[config.mk]
export PLATFORM = sky130hd
export DESIGN_NAME = cmd_phase_steer
export DESIGN_NICKNAME = d
export VERILOG_FILES = /design/src/rtl/steer_pkg.sv /design/src/rtl/steer_src_mux.sv /design/src/rtl/steer_rank_decode.sv /design/src/rtl/steer_phase_reg.sv /design/src/rtl/cmd_phase_steer.sv
export SDC_FILE = /design/constraint.sdc
export NUM_CORES = 1
export LEC_CHECK = 0
export ABC_AREA = 1
export BUFFER_PORTS_ARGS = -buffer_cell sky130_fd_sc_hd__buf_2
export CAP_MARGIN = 20
export CORE_UTILIZATION = 47
export CTS_CLUSTER_DIAMETER = 30
export DETAILED_ROUTE_END_ITERATION = 16
export HOLD_SLACK_MARGIN = 0.03
export PLACE_DENSITY = 0.83
export SLEW_MARGIN = 30
export SYNTH_ARGS = -nofsm -noshare
export SYNTH_HDL_FRONTEND = slang
export SYNTH_HIERARCHICAL = 1
export SYNTH_SLANG_ARGS = --single-unit
[constraint.sdc]
create_clock -name clk_i -period 0.8 [get_ports clk_i]
set_input_delay 0.12 -clock clk_i [delete_from_list [all_inputs] [get_ports clk_i]]
set_output_delay 0.12 -clock clk_i [all_outputs]
set_load 0.005 [all_outputs]
[src/rtl/steer_pkg.sv]
package steer_pkg;
  typedef enum logic [1:0] {
    SRC_NOP = 2'd0,
    SRC_CMD = 2'd1,
    SRC_REQ = 2'd2,
    SRC_REF = 2'd3
  } src_sel_e;

  localparam int NUM_SRC = 4;
endpackage

[src/rtl/steer_src_mux.sv]
module steer_src_mux
  import steer_pkg::*;
#(
  parameter int ADDR_W = 13,
  parameter int BANK_W = 3
) (
  input  src_sel_e                    sel_i,
  input  logic [NUM_SRC-1:0]          valid_i,
  input  logic [NUM_SRC-1:0]          ready_i,
  input  logic [NUM_SRC-1:0]          ras_i,
  input  logic [NUM_SRC-1:0]          cas_i,
  input  logic [NUM_SRC-1:0]          we_i,
  input  logic [NUM_SRC*ADDR_W-1:0]   addr_i,
  input  logic [NUM_SRC*BANK_W-1:0]   bank_i,
  output logic                        ras_n_o,
  output logic                        cas_n_o,
  output logic                        we_n_o,
  output logic [ADDR_W-1:0]           addr_o,
  output logic [BANK_W-1:0]           bank_o,
  output logic                        nop_o,
  output logic                        ref_o
);
  logic [1:0] idx;
  logic       fire;

  always_comb begin
    idx     = sel_i;
    fire    = valid_i[idx] & ready_i[idx];
    ras_n_o = ~(fire & ras_i[idx]);
    cas_n_o = ~(fire & cas_i[idx]);
    we_n_o  = ~(fire & we_i[idx]);
    addr_o  = addr_i[idx*ADDR_W +: ADDR_W];
    bank_o  = bank_i[idx*BANK_W +: BANK_W];
    nop_o   = (sel_i == SRC_NOP);
    ref_o   = (sel_i == SRC_REF);
  end
endmodule

[src/rtl/steer_rank_decode.sv]
module steer_rank_decode #(
  parameter int NUM_RANKS = 2,
  parameter int BANK_W    = 3,
  localparam int RANK_BITS  = (NUM_RANKS > 1) ? $clog2(NUM_RANKS) : 0,
  localparam int PHY_BANK_W = BANK_W - RANK_BITS
) (
  input  logic [BANK_W-1:0]     bank_i,
  input  logic                  nop_i,
  input  logic                  ref_i,
  output logic [PHY_BANK_W-1:0] bank_o,
  output logic [NUM_RANKS-1:0]  cs_n_o
);
  if (RANK_BITS == 0) begin : g_single
    always_comb begin
      bank_o = bank_i;
      cs_n_o = {NUM_RANKS{nop_i}};
    end
  end else begin : g_multi
    logic [RANK_BITS-1:0] rank;
    always_comb begin
      rank   = bank_i[BANK_W-1 -: RANK_BITS];
      bank_o = bank_i[PHY_BANK_W-1:0];
      cs_n_o = '1;
      for (int r = 0; r < NUM_RANKS; r++) begin
        if (rank == RANK_BITS'(r)) cs_n_o[r] = 1'b0;
      end
      if (ref_i) cs_n_o = '0;   // refresh hits every rank
      if (nop_i) cs_n_o = '1;
    end
  end
endmodule

[src/rtl/steer_phase_reg.sv]
module steer_phase_reg #(
  parameter int ADDR_W     = 13,
  parameter int PHY_BANK_W = 2,
  parameter int NUM_RANKS  = 2
) (
  input  logic                  clk_i,
  input  logic                  rst_ni,
  input  logic                  ras_n_i,
  input  logic                  cas_n_i,
  input  logic                  we_n_i,
  input  logic [ADDR_W-1:0]     addr_i,
  input  logic [PHY_BANK_W-1:0] bank_i,
  input  logic [NUM_RANKS-1:0]  cs_n_i,
  output logic                  ras_n_o,
  output logic                  cas_n_o,
  output logic                  we_n_o,
  output logic [ADDR_W-1:0]     addr_o,
  output logic [PHY_BANK_W-1:0] bank_o,
  output logic [NUM_RANKS-1:0]  cs_n_o
);
  always_ff @(posedge clk_i or negedge rst_ni) begin
    if (!rst_ni) begin
      ras_n_o <= 1'b1;
      cas_n_o <= 1'b1;
      we_n_o  <= 1'b1;
      addr_o  <= '0;
      bank_o  <= '0;
      cs_n_o  <= '1;
    end else begin
      ras_n_o <= ras_n_i;
      cas_n_o <= cas_n_i;
      we_n_o  <= we_n_i;
      addr_o  <= addr_i;
      bank_o  <= bank_i;
      cs_n_o  <= cs_n_i;
    end
  end
endmodule

[src/rtl/cmd_phase_steer.sv]
module cmd_phase_steer
  import steer_pkg::*;
#(
  parameter int NUM_PHASES = 2,
  parameter int NUM_RANKS  = 2,
  parameter int ADDR_W     = 13,
  parameter int BANK_W     = 3,
  localparam int RANK_BITS  = (NUM_RANKS > 1) ? $clog2(NUM_RANKS) : 0,
  localparam int PHY_BANK_W = BANK_W - RANK_BITS
) (
  input  logic                             clk_i,
  input  logic                             rst_ni,
  input  logic [2*NUM_PHASES-1:0]          sel_i,
  input  logic                             cmd_valid_i,
  input  logic                             cmd_ready_i,
  input  logic                             cmd_ras_i,
  input  logic                             cmd_cas_i,
  input  logic                             cmd_we_i,
  input  logic [ADDR_W-1:0]                cmd_addr_i,
  input  logic [BANK_W-1:0]                cmd_bank_i,
  input  logic                             req_valid_i,
  input  logic                             req_ready_i,
  input  logic                             req_ras_i,
  input  logic                             req_cas_i,
  input  logic                             req_we_i,
  input  logic [ADDR_W-1:0]                req_addr_i,
  input  logic [BANK_W-1:0]                req_bank_i,
  input  logic                             ref_valid_i,
  input  logic                             ref_ready_i,
  input  logic                             ref_ras_i,
  input  logic                             ref_cas_i,
  input  logic                             ref_we_i,
  input  logic [ADDR_W-1:0]                ref_addr_i,
  input  logic [BANK_W-1:0]                ref_bank_i,
  output logic [NUM_PHASES*NUM_RANKS-1:0]  cs_n_o,
  output logic [NUM_PHASES-1:0]            ras_n_o,
  output logic [NUM_PHASES-1:0]            cas_n_o,
  output logic [NUM_PHASES-1:0]            we_n_o,
  output logic [NUM_PHASES*ADDR_W-1:0]     addr_o,
  output logic [NUM_PHASES*PHY_BANK_W-1:0] bank_o,
  output logic [NUM_PHASES-1:0]            reset_n_o,
  output logic [NUM_PHASES*NUM_RANKS-1:0]  cke_o,
  output logic [NUM_PHASES*NUM_RANKS-1:0]  odt_o
);
  // source index 0 is the idle source: never valid, zero fields
  logic [NUM_SRC-1:0]        src_valid, src_ready, src_ras, src_cas, src_we;
  logic [NUM_SRC*ADDR_W-1:0] src_addr;
  logic [NUM_SRC*BANK_W-1:0] src_bank;

  assign src_valid = {ref_valid_i, req_valid_i, cmd_valid_i, 1'b0};
  assign src_ready = {ref_ready_i, req_ready_i, cmd_ready_i, 1'b0};
  assign src_ras   = {ref_ras_i, req_ras_i, cmd_ras_i, 1'b0};
  assign src_cas   = {ref_cas_i, req_cas_i, cmd_cas_i, 1'b0};
  assign src_we    = {ref_we_i, req_we_i, cmd_we_i, 1'b0};
  assign src_addr  = {ref_addr_i, req_addr_i, cmd_addr_i, {ADDR_W{1'b0}}};
  assign src_bank  = {ref_bank_i, req_bank_i, cmd_bank_i, {BANK_W{1'b0}}};

  assign reset_n_o = '1;
  assign cke_o     = '1;
  assign odt_o     = '1;

  for (genvar p = 0; p < NUM_PHASES; p++) begin : g_phase
    src_sel_e              sel;
    logic                  ras_n, cas_n, we_n, is_nop, is_ref;
    logic [ADDR_W-1:0]     addr;
    logic [BANK_W-1:0]     bank_full;
    logic [PHY_BANK_W-1:0] bank;
    logic [NUM_RANKS-1:0]  cs_n;

    assign sel = src_sel_e'(sel_i[2*p +: 2]);

    steer_src_mux #(.ADDR_W(ADDR_W), .BANK_W(BANK_W)) u_mux (
      .sel_i   (sel),
      .valid_i (src_valid),
      .ready_i (src_ready),
      .ras_i   (src_ras),
      .cas_i   (src_cas),
      .we_i    (src_we),
      .addr_i  (src_addr),
      .bank_i  (src_bank),
      .ras_n_o (ras_n),
      .cas_n_o (cas_n),
      .we_n_o  (we_n),
      .addr_o  (addr),
      .bank_o  (bank_full),
      .nop_o   (is_nop),
      .ref_o   (is_ref)
    );

    steer_rank_decode #(.NUM_RANKS(NUM_RANKS), .BANK_W(BANK_W)) u_rank (
      .bank_i (bank_full),
      .nop_i  (is_nop),
      .ref_i  (is_ref),
      .bank_o (bank),
      .cs_n_o (cs_n)
    );

    steer_phase_reg #(
      .ADDR_W(ADDR_W), .PHY_BANK_W(PHY_BANK_W), .NUM_RANKS(NUM_RANKS)
    ) u_reg (
      .clk_i   (clk_i),
      .rst_ni  (rst_ni),
      .ras_n_i (ras_n),
      .cas_n_i (cas_n),
      .we_n_i  (we_n),
      .addr_i  (addr),
      .bank_i  (bank),
      .cs_n_i  (cs_n),
      .ras_n_o (ras_n_o[p]),
      .cas_n_o (cas_n_o[p]),
      .we_n_o  (we_n_o[p]),
      .addr_o  (addr_o[p*ADDR_W +: ADDR_W]),
      .bank_o  (bank_o[p*PHY_BANK_W +: PHY_BANK_W]),
      .cs_n_o  (cs_n_o[p*NUM_RANKS +: NUM_RANKS])
    );
  end
endmodule

==> impl_metrics.env, run 1 <==
export IMPL_end_kind="output pin"
export IMPL_cts_buffers=5
export IMPL_vias=2873
export IMPL_yosys_warnings=6
export IMPL_antenna_left=0
export IMPL_drc_errors=0
export IMPL_syn_area_sq_mm=0.00258
export IMPL_report_power_total_mw=5.09
export IMPL_hp_class="input pin to flip-flop"
export IMPL_synthTopCellsByArea="dfrtp_1 29%, o21ai_0 14%, nor2_1 14%, dfstp_2 10%, nand2_1 9.6%"
export IMPL_wl_microns=6870
export IMPL_core_area_sq_mm=0.00520
export IMPL_vias_per_cell=4.75
export IMPL_peakVddDrop_mv=0.802
export IMPL_hold_violations=0
export IMPL_maxCapViolations=0
export IMPL_synth_edff_count=0
export IMPL_die_area_sq_mm=0.00578
export IMPL_clock_sinks=40
export IMPL_root_buffer="clkbuf_8"
export IMPL_crit_type="flip-flop to output pin"
export IMPL_port_buffer_count=108
export IMPL_gp_congestion=0.810
export IMPL_ys_ff_latch=40
export IMPL_crit_chain="buf_2"
export IMPL_cp_num_buf_inv=1
export IMPL_leakagePower_nw=1.88
export IMPL_synth_most_common_cell="nor2_1"
export IMPL_fmax_ghz=0.956
export IMPL_finalWorstSetupSlack_ns=-0.245
export IMPL_synth_ff_type="dfrtp_1"
export IMPL_syn_inst=378
export IMPL_wire_per_inst_microns=11.4
export IMPL_rsz0062_at_grt="true"
export IMPL_grt_antenna_before_repair=0
export IMPL_synth_top_area_cell="dfrtp_1"
export IMPL_first_pass_iters=4
export IMPL_htreeDepth=2
export IMPL_grt_usage_pct=25.0
export IMPL_place_hpwl_microns=5220
export IMPL_maxSlewViolCount=0
export IMPL_status="finished, violations left"
export IMPL_crit_slowest_cell="dfstp_2"
export IMPL_stdcell_count=605
export IMPL_rows=26
export IMPL_cts_max_path_buffers=2
export IMPL_cp_top_family="flip-flops"
export IMPL_syn_mean_instance_area_sq_um=6.82
export IMPL_grt_max_degree=41
export IMPL_async_flop_share_pct=100
export IMPL_crit_path_start_kind="flip-flop"
export IMPL_synth_yosys_seq_area_share_pct=39.3
export IMPL_timing_final_crit_share_pct=131
export IMPL_dpl_worst_slack_ns=-0.271
export IMPL_crit_path_max_fanout=1
export IMPL_ios=119
export IMPL_grt_ovfl_total=0
export IMPL_p_per_area_mw_per_mm2=1440
export IMPL_critPathArrivalTime_ns=0.93
export IMPL_yosysUniqueCellTypes=16
export IMPL_critical_path_required_ns=0.68
export IMPL_grt_pass1_vias=2760
export IMPL_period_needed_ns=1.05
export IMPL_final_nets=603
export IMPL_place_inst=596
export IMPL_initial_core_util_pct=49.5
export IMPL_max_stage_delay_ns=0.53
export IMPL_grt_pass1_wl_microns=11600
export IMPL_antennaDiodeCount=0
export IMPL_die_w_microns=76.1
export IMPL_dpl_cell_area_sq_mm=0.00341
export IMPL_violations="setup timing"
export IMPL_die_height_microns=76.1
export IMPL_syn_to_final_growth_pct=37.5
export IMPL_cts_tree="done"
export IMPL_drtIter0Drc=177
export IMPL_cts_clk_slew_worst_paths_ns=0.08
export IMPL_setup_viol=40
export IMPL_final_area_sq_mm=0.00354
export IMPL_synth_top_area_share_pct=29.1
export IMPL_drive_above_1_share_pct=29.9
export IMPL_synth_common_cells="96 x nor2_1, 74 x o21ai_0, 66 x nand2_1, 30 x dfrtp_1, 22 x inv_1"
-- sequential cells by signal (all words and copies together), names as in the netlist --
name,count
g_phase.u_reg/addr_o,26
g_phase.u_reg/bank_o,4
g_phase.u_reg/cs_n_o,4
g_phase.u_reg/cas_n_o,2
g_phase.u_reg/ras_n_o,2
g_phase.u_reg/we_n_o,2
-- placed cells by master (no fill, tap or decap), drive strengths merged --
master       netlist  final
buf               34    133
clkbuf             2      7
clkinvlp           0      2
conb               2     52
dfrtp             30     30
dfstp             10     10
dlygate4sd3        0      1
inv               26     26
nand2             66     66
nand3             14     14
nand4              2      2
nor2              96     96
o21ai             92     92
or2                4      4
-- per-stage QoR --
stage / TNS (ns) / hold WS [ns] / utilization (%)
after CTS: -5.89 / 0.0545 / 67.6
after global placement: -5.76 / 0.105 / 65.5
after global routing: -6.64 / 0.0678 / 68.1
after detailed placement: -7.04 / 0.112 / 65.5
final: -5.46 / 0.0551 / 68.1
after floorplan: -0.107 / -0.176 / -
-- routing by layer --
layer / wire length [microns] / vias up / share of wire [%] / global-route usage, %
li1: - / 1444 / - / -
met1: 2850 / 1307 / 41 / 27.7
met2: 3490 / 116 / 51 / 46.6
met3: 465 / 6 / 6.8 / 5.15
met4: 68 / 0 / 0.99 / 9.62
met5: 0 / - / 0 / 0
-- report_power, final --
part | switching [mW] | internal, mW
sequential | 0.0514 | 2.25
combinational | 0.716 | 0.621
clock | 0.758 | 0.699
total | 1.52 | 3.57
-- final cells by class --
cell class,instances,area (sq um)
inverters,26,103
flip-flops and latches,40,1010
fillers,465,1660
multi-input cells,326,1370
repair buffers,135,871
clock buffers,6,82.6
clock inverters,2,15.0
well taps,70,87.6
-- kinds of logic (layout without fill, tap and decap cells) --
family,after synthesis,count (layout),share of synthesized area (%)
other cells,2,52,0.291
buf+inv,62,169,14.8
flops,40,40,39.3
simple gates,182,182,27.8
compound gates,92,92,17.9
-- worst paths after layout --
| kind | to | startpoint | slack [ns] | cells after the start |
|---|---|---|---|---|
| worst max-delay path | cs_n_o[0] | g_phase[0].u_reg/cs_n_o[0] | -0.25 | 1 |
| min in group asynchronous | g_phase[0].u_reg/addr_o[6] | rst_ni | 0.34 | 3 |
| max in group asynchronous | g_phase[1].u_reg/cs_n_o[1] | rst_ni | 0.20 | 3 |
| worst min-delay path | g_phase[1].u_reg/addr_o[11] | req_addr_i[11] | 0.06 | 3 |
-- repair_timing --
action | CTS | global route
setup buffers | 0 | 0
setup endpoints to repair | 40 | 44
pin swaps | 0 | 0
gates resized for setup | 0 | 6
hold buffers | 1 | 0
hold endpoints to repair | 40 | 0
No activity file was read; power rests on OpenSTA's default activity.
==> run 2, diff against run 1 <==
- GPL_TIMING_DRIVEN: default -> 0
- SKIP_LAST_GASP: default -> 1
==> run 2 against run 1 <==
  * The flow still finishes with violations (setup timing)
  * Sequential power about the same
  * Core utilization increased by 2.0 points
  * Combinational power increased by 6%
  * Clock power increased by 24%
  * Non-clock buffer count increased by 10
  * Wire length increased by 11%
  * Critical path depth unchanged
  * Highest routed layer unchanged
==> impl_metrics.env, run 2 (synthesis results as in run 1) <==
export IMPL_status="finished, violations left"
export IMPL_violations="setup timing"
export IMPL_cp_num_buf_inv=1
export IMPL_multiInputGateArea_sq_mm=0.00138
export IMPL_fill_cells=445
export IMPL_root_buffer="clkbuf_8"
export IMPL_top_usage_layer="met2"
export IMPL_postLayoutCoreUtil_pct=70.0
export IMPL_final_nets=613
export IMPL_die_height_microns=76.1
export IMPL_first_pass_iters=5
export IMPL_p_per_area_mw_per_mm2=1520
export IMPL_cts_buffers=5
export IMPL_largest_reg_flops=26
export IMPL_wl_microns=7660
export IMPL_dpl_worst_slack_ns=-0.326
export IMPL_maxCapViolations=0
export IMPL_use_met1_pct=33.4
export IMPL_max_stage_delay_ns=0.54
export IMPL_rsz0062_at_grt="true"
export IMPL_timing_final_crit_share_pct=130
export IMPL_regArea_sq_mm=0.00101
export IMPL_place_hpwl_microns=5530
export IMPL_cts_tree="done"
export IMPL_tightest_slew_ns=0.503
export IMPL_grt_usage_pct=26.9
export IMPL_crit_slowest_cell="dfstp_2"
export IMPL_crit_chain="buf_6"
export IMPL_gp_congestion=0.887
export IMPL_grt_max_degree=41
export IMPL_drc_errors=0
export IMPL_cp_top_family="flip-flops"
export IMPL_grt_antenna_before_repair=0
export IMPL_end_kind="output pin"
export IMPL_leakagePower_nw=1.94
export IMPL_maxSlewViolCount=0
export IMPL_syn_to_final_growth_pct=41.5
export IMPL_antennaDiodeCount=0
export IMPL_core_area_sq_mm=0.00520
export IMPL_port_buffer_count=106
export IMPL_critPathArrivalTime_ns=0.92
export IMPL_clock_sinks=40
export IMPL_grt_pass1_wl_microns=12300
export IMPL_peakVddDrop_mv=0.866
export IMPL_critical_path_required_ns=0.68
export IMPL_use_met2_pct=46.1
export IMPL_layout_common_cells="102 x buf_2, 96 x nor2_1, 66 x nand2_1"
export IMPL_top_register="g_phase.u_reg/addr_o"
export IMPL_place_inst=604
export IMPL_wire_per_inst_microns=12.4
export IMPL_htreeDepth=2
export IMPL_crit_path_start_kind="flip-flop"
export IMPL_setup_viol=40
export IMPL_cts_max_path_buffers=2
export IMPL_met3_usage_pct=4.67
export IMPL_period_needed_ns=1.04
export IMPL_drtIter0Drc=231
export IMPL_drive_above_1_share_pct=31.4
export IMPL_ios=119
export IMPL_cts_clk_slew_worst_paths_ns=0.08
export IMPL_die_area_sq_mm=0.00578
export IMPL_worst_hold_slack_ns=0.0643
export IMPL_rows=26
export IMPL_grt_ovfl_total=0
export IMPL_stdcell_count=615
export IMPL_hold_violations=0
export IMPL_vias_per_cell=4.79
export IMPL_fin_setup_tns_ns=-5.19
export IMPL_fmax_ghz=0.965
export IMPL_initial_core_util_pct=49.5
export IMPL_crit_path_max_fanout=1
export IMPL_antenna_left=0
export IMPL_die_w_microns=76.1
export IMPL_slew_headroom_pct=66.5
export IMPL_reg_largest_list="g_phase.u_reg/addr_o x26, g_phase.u_reg/bank_o x4, g_phase.u_reg/cs_n_o x4"
export IMPL_final_common_cell="buf_2"
export IMPL_vias=2944
export IMPL_crit_type="flip-flop to output pin"
export IMPL_grt_pass1_vias=2730
export IMPL_finalWorstSetupSlack_ns=-0.236
export IMPL_hp_class="input pin to flip-flop"
[run 2: metrics by stage]
stage | power (mW) | instance area, sq um
after floorplan | 3.08 | 2820
after global placement | 3.64 | 3440
after detailed placement | 3.67 | 3440
after CTS | 5.50 | 3570
after global routing | 5.83 | 3650
final | 5.53 | 3650
[run 2: final cells by class]
class,count,area share (%)
Buffer,36,9.23
Clock buffer,7,2.64
Clock inverter,1,0.824
Inverter,26,3.09
Multi-Input combinational cell,326,37.7
Sequential cell,40,27.8
Tap cell,70,2.40
Timing Repair Buffer,109,16.3
[run 2: repair_timing]
item                                    in CTS  in global routing
gates resized for setup                      1                 13
endpoints found under the hold margin       30                 30
endpoints found under the setup margin      41                 45
pin swaps                                    1                  2
buffers inserted                             0                  2
[run 2: power by group]
group	internal [mW]	total (mW)	switching [mW]
Sequential	2.25	2.30	0.0503
Clock	1.10	1.81	0.713
Combinational	0.657	1.42	0.762
Total	4.01	5.53	1.52
[run 2: path summary, 6_finish.rpt]
path                                    startpoint                         end  slack, ns  cells after the start
min in group asynchronous                   rst_ni  g_phase[0].u_reg/bank_o[1]       0.34                      2
max in group asynchronous                   rst_ni  g_phase[0].u_reg/cs_n_o[1]       0.09                      2
hold / removal                       ref_addr_i[4]  g_phase[0].u_reg/addr_o[4]       0.06                      3
setup / recovery           g_phase[0].u_reg/we_n_o                   we_n_o[0]      -0.24                      1
[run 2: layer usage]
metal  up-vias  wire, microns  part of all wire, %
met3        16            627                  8.2
met5         -              0                    0
met2       162           3700                   48
met1      1301           3180                   42
li1       1465              -                    -
met4         0            150                  2.0
